## src/rtl/prefetch_queue.sv

```systemverilog
module prefetch_queue #(
  parameter int DEPTH      = 6,
  parameter int AW         = 20,
  parameter int START_ADDR = 0
) (
  input  logic                         clk,
  input  logic                         rst_n,
  input  logic                         flush_i,
  input  logic [AW-1:0]                flush_addr_i,
  input  logic                         opnd_req_i,
  output logic                         opnd_gnt_o,
  output logic                         fetch_req_o,
  output logic [AW-1:0]                fetch_addr_o,
  input  logic                         fetch_ack_i,
  input  logic [15:0]                  fetch_data_i,
  output logic                         byte_valid_o,
  output logic [7:0]                   byte_o,
  input  logic                         byte_take_i,
  input  logic                         first_i,
  output logic [$clog2(DEPTH+1)-1:0]   count_o,
  output logic [1:0]                   status_o
);
  localparam int CW = $clog2(DEPTH+1);
  localparam logic [CW-1:0] ROOM_LIMIT = CW'(DEPTH-2);
  localparam logic [1:0] ST_IDLE = 2'b00, ST_FIRST = 2'b01, ST_NEXT = 2'b10, ST_FLUSH = 2'b11;

  logic [7:0]    q     [DEPTH];
  logic [7:0]    q_nxt [DEPTH];
  logic [CW-1:0] cnt, base;
  logic [AW-1:0] ptr, addr_q;
  logic          req, drop;
  logic [1:0]    sts;
  logic          take, acc, two, launch;
  logic [1:0]    nload;

  assign take   = byte_take_i && (cnt != '0) && !flush_i;
  assign acc    = req && fetch_ack_i && !drop && !flush_i;
  assign two    = !addr_q[0];
  assign nload  = acc ? (two ? 2'd2 : 2'd1) : 2'd0;
  assign base   = cnt - CW'(take);
  assign launch = !req && !flush_i && !opnd_req_i && (cnt <= ROOM_LIMIT);

  always_comb begin
    for (int i = 0; i < DEPTH-1; i++) q_nxt[i] = take ? q[i+1] : q[i];
    q_nxt[DEPTH-1] = q[DEPTH-1];
    if (acc) begin
      q_nxt[base] = two ? fetch_data_i[7:0] : fetch_data_i[15:8];
      if (two) q_nxt[CW'(base + CW'(1))] = fetch_data_i[15:8];
    end
  end

  always_ff @(posedge clk) q <= q_nxt;

  always_ff @(posedge clk) begin
    if (!rst_n) begin
      cnt    <= '0;
      ptr    <= AW'(START_ADDR);
      addr_q <= AW'(START_ADDR);
      req    <= 1'b0;
      drop   <= 1'b0;
      sts    <= ST_IDLE;
    end else begin
      if (flush_i) begin
        cnt <= '0;
        ptr <= flush_addr_i;
        sts <= ST_FLUSH;
      end else begin
        cnt <= base + CW'(nload);
        ptr <= ptr + AW'(nload);
        sts <= take ? (first_i ? ST_FIRST : ST_NEXT) : ST_IDLE;
      end
      if (req && fetch_ack_i) begin
        req  <= 1'b0;
        drop <= 1'b0;
      end else begin
        if (flush_i && req) drop <= 1'b1;
        if (launch) begin
          req    <= 1'b1;
          addr_q <= ptr;
        end
      end
    end
  end

  assign opnd_gnt_o   = opnd_req_i && !req;
  assign fetch_req_o  = req;
  assign fetch_addr_o = addr_q;
  assign byte_valid_o = (cnt != '0);
  assign byte_o       = q[0];
  assign count_o      = cnt;
  assign status_o     = sts;

  assert_bound_R1: assert property (@(posedge clk) disable iff (!rst_n)
    cnt <= CW'(DEPTH));

  assert_launch_room_R2: assert property (@(posedge clk) disable iff (!rst_n)
    $rose(req) |-> ($past(cnt) <= ROOM_LIMIT) && !$past(opnd_req_i) && !$past(flush_i));

  assert_req_hold_R2: assert property (@(posedge clk) disable iff (!rst_n)
    req && !fetch_ack_i |=> req && $stable(fetch_addr_o));

  assert_flush_empty_R7: assert property (@(posedge clk) disable iff (!rst_n)
    flush_i |=> (cnt == '0) && (status_o == ST_FLUSH));

  assert_drop_empty_R8: assert property (@(posedge clk) disable iff (!rst_n)
    drop |-> (cnt == '0) && !byte_valid_o);

  assert_both_ops_R10: assert property (@(posedge clk) disable iff (!rst_n)
    req && fetch_ack_i && !drop && !flush_i && byte_take_i && (cnt != '0)
    |=> cnt == $past(cnt) + (($past(addr_q[0])) ? CW'(0) : CW'(1)));
endmodule

```

## config.mk

```make
export PLATFORM = sky130hd
export DESIGN_NAME = prefetch_queue
export DESIGN_NICKNAME = d
export VERILOG_FILES = /design/src/rtl/prefetch_queue.sv
export SDC_FILE = /design/constraint.sdc
export NUM_CORES = 1
export LEC_CHECK = 0
export BUFFER_PORTS_ARGS = -buffer_cell sky130_fd_sc_hd__buf_2
export CAP_MARGIN = 10
export CORE_MARGIN = 2
export CORE_UTILIZATION = 45
export CTS_CLUSTER_DIAMETER = 80
export DETAILED_ROUTE_END_ITERATION = 16
export PLACE_DENSITY = 0.65
export SYNTH_ARGS = -nofsm -noshare
export SYNTH_HDL_FRONTEND = slang
export SYNTH_SLANG_ARGS = --single-unit
```

## constraint.sdc

```tcl
create_clock -name clk -period 4.7 [get_ports clk]
set_input_delay 0.235 -clock clk [delete_from_list [all_inputs] [get_ports clk]]
set_output_delay 0.235 -clock clk [all_outputs]
set_load 0.005 [all_outputs]
```

# Word level (Yosys, flattened, before mapping)
# Cells that the tools add are included.
word_totals:
  ff_bits: 95
  inputBits: 43
  output_inout_bits: 36
  word_cells: 65
classes:
  addsub: 4
  n_lt_le_gt_ge: 5
  mux: 20
  bitwise_logic: 4
  reduce_logical: 20
op_table:
  columns: ["op", "count"]
  rows:
  - ["bitwise mux 48 bit", 2]
  - ["2-to-1 mux 48 bit", 2]
  - ["2-to-1 mux 8 bit", 8]
  - ["demux 8 bit (select 3 bit)", 2]
  - ["adder 20 x 2 -> 20 bit", 1]
  - ["2-to-1 mux 20 bit", 1]
  - ["logical AND 1 bit", 12]
  - ["2-to-1 mux 2 bit", 5]
  - ["greater-or-equal comparator 4 bit, second input constant", 2]
  - ["less-than comparator 4 x 1 -> 1 bit, second input constant", 2]
  - ["inverter 3 -> 4 bit", 2]
  - ["logical NOT 1 bit", 4]
  - ["OR reduction 2 bit", 2]
  - ["adder 3 x 1 -> 3 bit, second input constant", 1]
  - ["adder 3 x 2 -> 3 bit", 1]
  - ["<= comparator 3 bit, second input constant", 1]
  - ["nonzero test 3 bit", 1]
  - ["subtractor 3 x 1 -> 3 bit", 1]
  - ["inverter 1 bit", 2]
  - ["AND reduction 2 bit", 1]

# Logic depth before layout (Yosys ltp)
logic_depth:
  word_depth: 13
  ltp_mapped: 15

# Worst setup path after synthesis
# No wires, ideal clock.
synth_path:
  path_kind: "register -> register"
  from: "register cnt[2], in the netlist count_o[2]"
  to: "register q[0] in the netlist's numbering, data pin"
  setup_time_ps: 267
  t_arrival_ps: 3269
  path_slack_ps: 1164
  path_stages_with_launch: 16
  path_buffers: 3
  synth_period_minus_slack_ps: 3536
  cell_sequence: "dfxtp_1 -> or3_1 -> buf_2 -> nand3_2 -> inv_2 -> buf_2 -> ha_1 -> ha_1 -> clkbuf_1 -> inv_1 -> ha_1 -> xor3_1 -> nand3_1 -> a21boi_2 -> nor2_1 -> a21oi_1"
synth_via:
  elab_chain_len: 12
  word_cells_on_any_way: 20
synth_rtl:
  columns: ["element", "line_no", "rtl"]
  rows:
  - ["start, declared", "29", "logic [CW-1:0] cnt, base;"]
  - ["start signal, assigned", "68", "cnt <= base + CW'(nload);"]
  - ["nonzero test 3 bit *", null, null]
  - ["named net byte_valid_o", "16", "output logic byte_valid_o,"]
  - ["logical AND 1 bit * (2 in series)", "36", "assign take = byte_take_i && (cnt != '0) && !flush_i;"]
  - ["subtractor 3 x 1 -> 3 bit *", "40", "assign base = cnt - CW'(take);"]
  - ["adder 3 x 1 -> 3 bit or inverter 3 -> 4 bit (tied branches)", "48, 47", null]
  - ["inverter 3 -> 4 bit (implied by the code), or another cell as far along", "48", "if (two) q_nxt[CW'(base + CW'(1))] = fetch_data_i[15:8];"]
  - ["greater-or-equal comparator 4 bit (implied by the code), or another cell as far along", "48", null]
  - ["logical AND 1 bit (implied by the code) or 2-to-1 mux 8 bit (tied branches)", "48, 47", null]
  - ["2-to-1 mux 8 bit (implied by the code) or demux 8 bit (select 3 bit) (tied branches)", "48, 47", null]
  - ["demux 8 bit (select 3 bit) or bitwise mux 48 bit (tied branches)", "48, 47", null]
  - ["bitwise mux 48 bit", "48", null]
  - ["2-to-1 mux 48 bit *", "48", null]
  - ["end signal, assigned", "52", "always_ff @(posedge clk) q <= q_nxt;"]
  - ["end, declared", "27", "logic [7:0] q [DEPTH];"]
# Mark *: on every way through the listed nets, which the timed path passes. The rest lies on a longest branch.
# A chain may end at the register's enable or synchronous reset.

# Worst setup path after layout
layout_path:
  from: "register cnt[2], in the netlist count_o[2]"
  to: "register q[7] in the netlist's numbering, data pin"
layout_via:
  elab_chain_len: 12
  word_cells_on_any_way: 20
layout_rtl:
  columns: ["element", "line_no"]
  rows:
  - ["nonzero test 3 bit", "36"]
  - ["logical AND 1 bit (2 in series)", "36"]
  - ["subtractor 3 x 1 -> 3 bit *", "40"]
  - ["adder 3 x 1 -> 3 bit or inverter 3 -> 4 bit (tied branches)", "48, 47"]
  - ["inverter 3 -> 4 bit (implied by the code), or another cell as far along", "48"]
  - ["greater-or-equal comparator 4 bit (implied by the code), or another cell as far along", "48"]
  - ["logical AND 1 bit (implied by the code) or 2-to-1 mux 8 bit (tied branches)", "48, 47"]
  - ["2-to-1 mux 8 bit (implied by the code) or demux 8 bit (select 3 bit) (tied branches)", "48, 47"]
  - ["demux 8 bit (select 3 bit) or bitwise mux 48 bit (tied branches)", "48, 47"]
  - ["bitwise mux 48 bit", "48"]
  - ["2-to-1 mux 48 bit *", "48"]
# Every way passes the cells marked *; elsewhere a longest branch is shown, timed or not.

==> results by group <==
Worst setup path
  • Worst path arrival time: 3.86 ns
  • Crit Path Class: register to register
  • CP max FO: 16
  • Critical path required time: 4.80 ns
  • CP Launch Type: register
  • Crit end category: register
  • R2R setup slack: 0.94 ns

GRT
  • Number of global-route vias before repair: 4109
  • Global-route wire length before repair: 19640 um
  • Total grt overflow: 0
  • GRT Util Overall: 0.2119
  • Initial antenna violation count: 0
  • Pin count of the biggest net entering global routing: 48

Clock tree
  • Cts hold-fix bufs: 0
  • H-tree depth: 3
  • Setup Fix Bufs, Post-CTS: 0
  • Worst-path clk slew: 0.08 ns
  • Worst skew pair latency: 0.37 ns
  • CTS max path bufs: 2
  • Total CTS buffers: 9
  • TritonCTS clock tree: done
  • CTS resizes: 0
  • CTS Sinks: 95
  • CTS root buf: clkbuf_8

Timing
  • Unrepaired setup endpoints after global routing: no
  • Clock skew: 0.01354 ns
  • FMAX: 265.8 MHz
  • Final setup margin: 0.9371 ns
  • Part of the cycle the worst path needs: 0.8006
  • Hold Fails Final Rpt: 0
  • Shortest period the worst path allows: 3.763 ns
  • Least-Margin Pin Slew: 0.8090 ns
  • Slew margin rel.: 0.4607
  • TNS Setup: 0 ns
  • Final setup fails: 0
  • Slew Limit Fails: 0

Power and ir drop
  • Gate power share: 0.138
  • Maximum vdd drop: 0.1575 mV
  • Switching share of total power: 0.2755
  • Clock share of power: 0.285
  • Seq pwr share: 0.577
  • Pwr dens: 319.2 nW/um2
  • NetSw: 0.0004661 W
  • Internal: 0.001226 W
  • Pleak: 2.052 nW

Layout
  • Final std cells w/o fill: 734
  • Final core utilization: 0.5157
  • P&R area growth vs syn: 11.41%
  • Fraction of layout cells with a size suffix above 1: 0.1856
  • Antenna Cells: 0
  • # nets final: 643

Floorplanning
  • Initial Utilization: 0.4629
  • Std-Cell Rows: 37
  • CORE AREA: 10280 um2
  • Full die area: 11410 um2
  • I/O Pins: 79
  • Die Ht: 106.8 um
  • Die width: 106.8 um

Flow run
  • Max_cap viols: 0

Synthesis
  • Area contributors post-synth: dfxtp_1, mux2i_1, nand2_1
  • Top-area cell type share of the netlist area: 0.3661
  • Most used DFF post-synth: dfxtp_1
  • Most common cell in the netlist: dfxtp_1
  • Yosys warns: 0
  • Synth async-reset ratio: 0
  • Seq/Total Area, Yosys: 0.4166
  • Post-synthesis instance area: 4757 um2
  • Post-synth EDFFs: 8
  • Mapped Cells: 535
  • Largest area contributor in the netlist: dfxtp_1
  • Synthesis-stage register bit count: 95
  • Post-synth net total: 585
  • Yosys cell types: 55
  • Post-Syn Area per Cell: 8.892 um2
  • Most instantiated cells after synthesis: dfxtp_1, nand2_1, a21oi_1, mux2i_1, o22ai_1

Placed design
  • Port bufs: 78
  • Placed cells: 718
  • Pre-CTS setup slack: 0.9483 ns
  • GP Congestion: 0.8549
  • HPWL after detailed placement: 8546 um

Routing
  • DR WL/cell: 15.81 um
  • Routed via count: 4140
  • DRC viols: 0
  • Routed Antenna Nets: 0
  • Vias per cell: 5.640
  • Routed wire length: 11600 um
  • DRT Pass-1 Iters: 6
  • Initial DRC Count: 296

Worst hold path
  • HP Class: input port to register

Run status
  • Status: finished, final reports clean
flip-flops by register name, indices dropped and copies added, names as in the netlist:
name          count
q                40
count_o           3
fetch_addr_o     20
ptr              20
byte_o            8
drop              1
fetch_req_o       1
status_o          2
area by class of cell:
type	instances	area (um2)
sequential	95	1982
clock inverter	5	36.28
multi-input combinational	396	2526
inverter	9	33.78
timing repair buffer	82	420.4
fill	1007	4977
clock buffer	11	131.4
tap	136	170.2
power groups by stage:
stage / Sequential, W / Combinational [W] / Clock (W)
2_1_floorplan: 0.000975 / 0.000187 / 0
3_3_place_gp: 0.000989 / 0.000228 / 0
3_5_place_dp: 0.000994 / 0.000233 / 0
4_1_cts: 0.000975 / 0.000234 / 0.000497
5_1_grt: 0.000990 / 0.000265 / 0.000530
6_report: 0.000976 / 0.000234 / 0.000482
cell families after synthesis:
| family | after synthesis | synth area share |
|---|---|---|
| buf+inv | 44 | 0.05234 |
| flops | 95 | 0.4166 |
| xor+xnor | 23 | 0.04550 |
| fa+ha+maj | 7 | 0.01841 |
| compound gates | 164 | 0.2149 |
| mux | 42 | 0.08837 |
| simple gates | 160 | 0.1639 |
critical path: stages (launching register included):
cell and delay (ns):
dfxtp_1 0.38, or3_1 0.45, nand3_2 0.38, inv_2 0.07
ha_1 0.47, inv_1 0.22, ha_1 0.25, xor3_1 0.38
nand3_1 0.35, a21boi_2 0.33, nor2_1 0.15, a21oi_1 0.06
placed cells by master (no fill, tap or decap), types with 6 or more instances in the layout:
| cell type | synthesis | final |
|---|---|---|
| ha_1 | 7 | 7 |
| nand4_1 | 6 | 6 |
| xor2_1 | 10 | 10 |
| a21boi_0 | 22 | 22 |
| a21oi_1 | 54 | 54 |
| dfxtp_1 | 87 | 87 |
| inv_1 | 7 | 7 |
| xnor2_1 | 12 | 12 |
| nor2_1 | 25 | 25 |
| mux2i_1 | 42 | 42 |
| nand3_1 | 12 | 12 |
| nand2_1 | 80 | 80 |
| edfxtp_1 | 8 | 8 |
| o22ai_1 | 39 | 39 |
| o21ai_0 | 20 | 20 |
| nor3_1 | 10 | 10 |
| buf_2 | 9 | 78 |
| clkbuf_8 | 2 | 9 |
final timing paths:
path / from / endpoint / cells past startpoint
max: count_o[2] / q[7] / 11
max reg2reg: count_o[2] / q[7] / 11
min: flush_addr_i[2] / ptr[2] / 3
min reg2reg: fetch_addr_o[8] / fetch_addr_o[8] / 2
metal layers:
layer	up-vias	track usage	part of all wire
li1	2057	-	-
met1	1951	0.2652	0.45
met2	109	0.3585	0.48
met3	23	0.04073	0.048
met4	0	0.08627	0.022
met5	-	0	0
through the flow:
step           hold WS, ns  power [W]  cell area (um2)
2_1_floorplan       0.3737   0.001163             4757
3_3_place_gp        0.4518   0.001216             5132
3_5_place_dp        0.4611   0.001227             5132
4_1_cts             0.1011   0.001706             5300
5_1_grt             0.1147   0.001785             5300
6_report            0.1055   0.001692             5300
No activity file was read; power rests on OpenSTA's default activity.
